File: src/rtl/ncs_pkg.sv
package ncs_pkg;

    typedef enum logic [1:0] {
        ST_IDLE,
        ST_SCAN,
        ST_HIT,
        ST_MISS
    } ncs_state_e;

    typedef enum logic [1:0] {
        ACT_NONE,
        ACT_REFRESH,
        ACT_AGE,
        ACT_TAKE
    } ncs_act_e;

endpackage

File: src/rtl/ncs_frame_bank.sv
module ncs_frame_bank
    import ncs_pkg::*;
#(
    parameter int FRAMES = 8,
    parameter int CNT_W  = 3,
    localparam int IDX_W = $clog2(FRAMES)
) (
    input  logic                           clk,
    input  logic                           rst_n,
    input  logic                           set_en,
    input  logic [IDX_W-1:0]               set_idx,
    input  logic                           insp_en,
    input  logic [IDX_W-1:0]               insp_idx,
    input  ncs_act_e                       insp_act,
    output logic [FRAMES-1:0]              use_o,
    output logic [FRAMES-1:0][CNT_W-1:0]   cnt_o
);

    for (genvar g = 0; g < FRAMES; g++) begin : g_frame
        logic             use_r;
        logic [CNT_W-1:0] cnt_r;
        logic             here;
        logic             marked;

        assign here   = insp_en && (insp_idx == IDX_W'(g));
        assign marked = set_en && (set_idx == IDX_W'(g));

        always_ff @(posedge clk or negedge rst_n) begin
            if (!rst_n) begin
                use_r <= 1'b0;
                cnt_r <= '0;
            end else if (here) begin
                unique case (insp_act)
                    ACT_REFRESH: begin
                        use_r <= 1'b0;
                        cnt_r <= '0;
                    end
                    ACT_AGE:  cnt_r <= cnt_r + 1'b1;
                    ACT_TAKE: begin
                        use_r <= 1'b0;
                        cnt_r <= '0;
                    end
                    default: ;
                endcase
            end else if (marked) begin
                use_r <= 1'b1;
            end
        end

        assign use_o[g] = use_r;
        assign cnt_o[g] = cnt_r;

        // ageing is only chosen for a counter below its maximum
        a_r3_no_overflow: assert property (@(posedge clk) disable iff (!rst_n)
            (here && insp_act == ACT_AGE) |-> (cnt_r != '1));

        // a frame is only taken while unused and not being marked
        a_r6_take_only_unused: assert property (@(posedge clk) disable iff (!rst_n)
            (here && insp_act == ACT_TAKE) |-> (!use_r && !marked));
    end

endmodule

File: src/rtl/ncs_sweep_ctrl.sv
module ncs_sweep_ctrl
    import ncs_pkg::*;
#(
    parameter int FRAMES = 8,
    parameter int CNT_W  = 3,
    localparam int IDX_W = $clog2(FRAMES),
    localparam int BUD_W = CNT_W + IDX_W + 1
) (
    input  logic                           clk,
    input  logic                           rst_n,
    input  logic                           sweep_req,
    input  logic [CNT_W-1:0]               thresh_n,
    input  logic                           use_set,
    input  logic [IDX_W-1:0]               use_idx,
    input  logic [FRAMES-1:0]              use_vec,
    input  logic [FRAMES-1:0][CNT_W-1:0]   cnt_vec,
    output logic                           insp_en,
    output logic [IDX_W-1:0]               insp_idx,
    output ncs_act_e                       insp_act,
    output logic                           victim_valid,
    output logic [IDX_W-1:0]               victim_idx,
    output logic                           no_victim,
    output logic                           busy
);

    localparam logic [IDX_W-1:0] LAST_IDX = IDX_W'(FRAMES - 1);
    localparam logic [BUD_W-1:0] FR_B     = BUD_W'(FRAMES);

    ncs_state_e       state_q, state_d;
    logic [IDX_W-1:0] hand_q;
    logic [IDX_W-1:0] vic_q;
    logic [CNT_W-1:0] n_q;
    logic [BUD_W-1:0] bud_q;
    logic [BUD_W-1:0] lim_m1;
    logic             scanning;
    logic             seen_used;

    assign scanning  = (state_q == ST_SCAN);
    assign seen_used = use_vec[hand_q] || (use_set && use_idx == hand_q);
    assign lim_m1    = (({{(BUD_W-CNT_W){1'b0}}, n_q} + 1'b1) * FR_B) - 1'b1;

    // action for the frame under the hand
    always_comb begin
        insp_act = ACT_NONE;
        if (scanning) begin
            if (seen_used)                 insp_act = ACT_REFRESH;
            else if (cnt_vec[hand_q] >= n_q) insp_act = ACT_TAKE;
            else                           insp_act = ACT_AGE;
        end
    end

    assign insp_en  = scanning;
    assign insp_idx = hand_q;

    // next-state logic
    always_comb begin
        state_d = state_q;
        unique case (state_q)
            ST_IDLE: if (sweep_req) state_d = ST_SCAN;          // start
            ST_SCAN: begin
                if (insp_act == ACT_TAKE)  state_d = ST_HIT;    // take
                else if (bud_q == lim_m1)  state_d = ST_MISS;   // exhaust
            end
            ST_HIT:  state_d = ST_IDLE;                         // report
            ST_MISS: state_d = ST_IDLE;                         // report
            default: state_d = ST_IDLE;
        endcase
    end

    // state register
    always_ff @(posedge clk or negedge rst_n) begin
        if (!rst_n) state_q <= ST_IDLE;
        else        state_q <= state_d;
    end

    // hand, budget, latched threshold, victim
    always_ff @(posedge clk or negedge rst_n) begin
        if (!rst_n) begin
            hand_q <= '0;
            vic_q  <= '0;
            n_q    <= '0;
            bud_q  <= '0;
        end else begin
            if (state_q == ST_IDLE && sweep_req) begin
                n_q   <= thresh_n;
                bud_q <= '0;
            end
            if (scanning) begin
                hand_q <= (hand_q == LAST_IDX) ? '0 : hand_q + 1'b1;
                bud_q  <= bud_q + 1'b1;
                if (insp_act == ACT_TAKE) vic_q <= hand_q;
            end
        end
    end

    // outputs
    always_comb begin
        victim_valid = 1'b0;
        no_victim    = 1'b0;
        busy         = 1'b1;
        unique case (state_q)
            ST_IDLE: busy = 1'b0;
            ST_SCAN: ;
            ST_HIT:  victim_valid = 1'b1;
            ST_MISS: no_victim = 1'b1;
            default: busy = 1'b0;
        endcase
    end

    assign victim_idx = vic_q;

    a_r4_exclusive: assert property (@(posedge clk) disable iff (!rst_n)
        !(victim_valid && no_victim));

    a_r4_single_pulse: assert property (@(posedge clk) disable iff (!rst_n)
        victim_valid |=> (!victim_valid && !busy));

    a_r5_step_past: assert property (@(posedge clk) disable iff (!rst_n)
        victim_valid |-> (hand_q != victim_idx));

    a_r8_miss_after_scan: assert property (@(posedge clk) disable iff (!rst_n)
        $rose(no_victim) |-> $past(scanning));

endmodule

File: src/rtl/nth_chance_sweeper.sv
module nth_chance_sweeper
    import ncs_pkg::*;
#(
    parameter int FRAMES = 8,
    parameter int CNT_W  = 3,
    localparam int IDX_W = $clog2(FRAMES)
) (
    input  logic             clk,
    input  logic             rst_n,
    input  logic             use_set,
    input  logic [IDX_W-1:0] use_idx,
    input  logic             sweep_req,
    input  logic [CNT_W-1:0] thresh_n,
    output logic             victim_valid,
    output logic [IDX_W-1:0] victim_idx,
    output logic             no_victim,
    output logic             busy
);

    logic [FRAMES-1:0]            use_vec;
    logic [FRAMES-1:0][CNT_W-1:0] cnt_vec;
    logic                         insp_en;
    logic [IDX_W-1:0]             insp_idx;
    ncs_act_e                     insp_act;

    ncs_frame_bank #(.FRAMES(FRAMES), .CNT_W(CNT_W)) bank_i (
        .clk      (clk),
        .rst_n    (rst_n),
        .set_en   (use_set),
        .set_idx  (use_idx),
        .insp_en  (insp_en),
        .insp_idx (insp_idx),
        .insp_act (insp_act),
        .use_o    (use_vec),
        .cnt_o    (cnt_vec)
    );

    ncs_sweep_ctrl #(.FRAMES(FRAMES), .CNT_W(CNT_W)) ctrl_i (
        .clk          (clk),
        .rst_n        (rst_n),
        .sweep_req    (sweep_req),
        .thresh_n     (thresh_n),
        .use_set      (use_set),
        .use_idx      (use_idx),
        .use_vec      (use_vec),
        .cnt_vec      (cnt_vec),
        .insp_en      (insp_en),
        .insp_idx     (insp_idx),
        .insp_act     (insp_act),
        .victim_valid (victim_valid),
        .victim_idx   (victim_idx),
        .no_victim    (no_victim),
        .busy         (busy)
    );

endmodule

File: config.mk
export PLATFORM = sky130hd
export DESIGN_NAME = nth_chance_sweeper
export DESIGN_NICKNAME = d
export VERILOG_FILES = /design/src/rtl/ncs_pkg.sv /design/src/rtl/ncs_frame_bank.sv /design/src/rtl/ncs_sweep_ctrl.sv /design/src/rtl/nth_chance_sweeper.sv
export SDC_FILE = /design/constraint.sdc
export NUM_CORES = 1
export LEC_CHECK = 0
export BUFFER_PORTS_ARGS = -buffer_cell sky130_fd_sc_hd__buf_2
export CAP_MARGIN = 40
export CORE_ASPECT_RATIO = 1.5
export CORE_MARGIN = 2
export CORE_UTILIZATION = 55
export DETAILED_ROUTE_END_ITERATION = 10
export GPL_ROUTABILITY_DRIVEN = 0
export PLACE_DENSITY = 0.78
export RECOVER_POWER = 50
export SYNTH_ARGS = -nofsm -noshare
export SYNTH_HDL_FRONTEND = slang
export SYNTH_SLANG_ARGS = --single-unit
File: constraint.sdc
create_clock -name clk -period 5.6 [get_ports clk]
set_clock_uncertainty 0.05 [all_clocks]
set_input_delay 1.12 -clock clk [delete_from_list [all_inputs] [get_ports clk]]
set_output_delay 1.12 -clock clk [all_outputs]
set_load 0.05 [all_outputs]
==> results.tsv <==
stage	metric	value	unit
timing	crit path time final	3300	ps
worst_setup_path	crit-path cells	buf_2, clkbuf_1	
worst_setup_path	Arr. time, crit path	3100	ps
worst_setup_path	Buf/Inv on CP	2	
timing	Final Hold Viols	0	
timing	hold_ws	464	ps
worst_setup_path	slowest cell on the critical path	clkbuf_1	
cells_and_area	Layout area overhead	7.15	%
cells_and_area	layout cell share with drive strength beyond 1	0.111	
pwr	worst ir drop on vdd	0.322	mV
synth	Syn Area/Cell	10.2	sq um
placement	hpwl dp	4520	um
clock_network	CTS tree	done	
timing	final setup TNS	0	ps
synth	synthesized area	2960	sq um
clock_network	Skew-Pair Late Insertion Delay	310	ps
clock_network	CTS Sinks	50	
timing	Final setup viols	0	
synth	Synth top area share	0.423	
clock_network	Reg clk slew, reported paths	80	ps
global_route	global-route wire length before repair	10800	um
synth	Synth cell types	46	
clock_network	# H-tree levels	2	
synth	Syn Inst Count	291	
clock_network	Clock Path Buffers	2	
global_route	Remaining Overflow, GRT	0	
floorplanning	Rows	32	
synth	Post-synth ARST share	1.00	
route	Routed Antenna Nets	0	
outcome	status	finished, violations left	
global_route	Total GRT Usage	0.230	
floorplanning	core area	5160	sq um
worst_setup_path	Startpoint Class	primary input	
pwr	P per Cell Area	615	nW/um^2
flow_run	Max Cap Viol	1	
cells_and_area	# diodes	0	
placement	PortBufs	15	
route	WL/cell	16.4	um
clock_network	setup repair bufs after CTS	0	
cells_and_area	FILL cells	425	
floorplanning	die area	5990	sq um
synth	Synth area leader	dfrtp_1	
global_route	largest net degree at the start of global routing	51	
timing	Peak Freq	303	MHz
timing	max_slew headroom	-0.771	
timing	Slew Limit Fails	51	
route	DRT iter0 DRCs	156	
synth	sequential share of the synthesized area	0.423	
cells_and_area	Finished Cell Area	3170	sq um
synth	top post-synthesis cells by count	dfrtp_1 (50), nand2_1 (49), o21ai_0 (24)	
cells_and_area	Multi-input gate area	1600	sq um
synth	Yosys warnings	0	
clock_network	hold_buf cts	0	
placement	placed inst area	3070	sq um
route	Routed WL	6150	um
worst_setup_path	crit-path max FO	50	
outcome	failing checks	capacitance limit, slew limit	
floorplanning	die height	93.8	um
clock_network	TritonCTS buffer count	5	
clock_network	clk root buf	clkbuf_8	
route	detailed-route vias per instance	5.94	
floorplanning	Initial Util	0.573	
worst_setup_path	Worst EP required	5400	ps
synth	Post-synth top flop	dfrtp_1	
floorplanning	Die Wd	63.9	um
worst_setup_path	Top delay family on crit path	buffers and inverters	
cells_and_area	register area	1250	sq um
clock_network	post-CTS sizing	0	
synth	count leader, synth	dfrtp_1	
pwr	leakage	1.48	nW
global_route	antenna violations before repair	0	
timing	Slew @ Worst Pin	2660	ps
timing	fin crit share	0.589	
worst_setup_path	Setup crit end kind	async pin	
synth	ranking of synthesized cells by area	dfrtp_1 (42%), ha_1 (8.5%), nand2_1 (6.2%), mux4_1 (5.3%), o21ai_0 (4.1%)	
timing	unrepaired setup endpoints after global routing	false	
route	Detailed Routing Iterations Pass 1	5	
route	DR DRC count	0	
synth	post-synth net total	321	
worst_setup_path	crit-path max cell delay	1870	ps
worst_setup_path	Worst Path Class, Setup	primary input to async pin	
global_route	vias in the first global route	2314	
synth	Seq cells post-synth	50	
synth	EDFF count, synth	0	
hold_path	Hold WC Path Type	flop to flop	
floorplanning	Ports	16	
route	via count	2229	
cells_and_area	nets	336	
-- per-stage QoR --
stage                     power [mW]  instances   util  setup WS [ps]
final                           1.95        375  0.614           2300
after global routing            2.12        375  0.614           1720
after CTS                       1.95        375  0.615           2380
after detailed placement        1.70        367  0.594           2400
after global placement          1.66        367  0.594           2550
after floorplan                 1.51        291      -           2920
-- layout make-up --
class	count	area share
clock inverter	1	0.00947
inverter	10	0.0118
sequential	50	0.395
multi-input combinational	222	0.506
tap	68	0.0268
clock buffer	7	0.0241
timing repair buffer	17	0.0268
-- cell families (layout without fill, tap and decap cells) --
group,count (synthesis),in the layout,share of synthesized area
AO/OA/AOI/OAI,60,60,0.127
XOR/XNOR,8,8,0.0237
adder cells (fa/ha/maj),20,20,0.0846
buffers and inverters,19,35,0.0347
flip-flops,50,50,0.423
multiplexers,21,21,0.111
AND/OR/NAND/NOR,113,113,0.196
-- where the power goes --
part,switching [mW],leakage [nW],internal (mW)
Sequential,0.182,0.621,0.511
Clock,0.117,0.0524,0.134
Combinational,0.594,0.809,0.413
-- final timing paths --
check | start | to | slack, ps | depth (start not counted)
hold reg to reg | ctrl_i.victim_idx[2]$_DFFE_PN0P_ | ctrl_i.victim_idx[2]$_DFFE_PN0P_ | 460 | 1
min in group asynchronous | rst_n | bank_i.g_frame[2].use_r$_DFFE_PN0P_ | 1690 | 2
hold / removal | ctrl_i.victim_idx[2]$_DFFE_PN0P_ | ctrl_i.victim_idx[2]$_DFFE_PN0P_ | 460 | 1
max in group clk | ctrl_i.insp_idx[0]$_DFFE_PN0P_ | bank_i.g_frame[4].cnt_r[2]$_DFFE_PN0P_ | 2360 | 9
setup / recovery | rst_n | ctrl_i.n_q[1]$_DFFE_PN0P_ | 2300 | 2
setup reg to reg | ctrl_i.insp_idx[0]$_DFFE_PN0P_ | bank_i.g_frame[4].cnt_r[2]$_DFFE_PN0P_ | 2360 | 9
-- layout by cell type (no fill, tap or decap), drive strengths merged, types with 3 or more instances in the layout --
master  instances
nand2          50
mux4            7
nor3            3
ha             20
mux2            7
xnor2           6
inv             9
nand2b          5
and2            4
o21ai          27
and3            8
nand4b          4
nand3b          4
buf            15
dfrtp          50
mux2i           7
clkbuf          9
o31ai           5
nor2b           4
nor4            3
nand3          14
nor2            7
a21o            6
nor4b           3
a21oi           9
-- flip-flops by register name, summed over array words and instances (netlist names) --
name / flops
ctrl_i.insp_idx: 3
bank_i.g_frame.cnt_r: 24
ctrl_i.bud_q: 7
ctrl_i.n_q: 3
bank_i.g_frame.use_r: 8
ctrl_i.state_q: 2
ctrl_i.victim_idx: 3
-- per-layer routing --
metal / wire, um / share of wire / global-route usage / vias up
met5: 0 / 0 / 0 / -
met4: 121 / 0.020 / 0.0870 / 0
met3: 194 / 0.032 / 0.0312 / 11
met2: 3270 / 0.53 / 0.411 / 51
met1: 2570 / 0.42 / 0.277 / 1079
li1: - / - / - / 1088
Power figures use the tool's default switching activity.
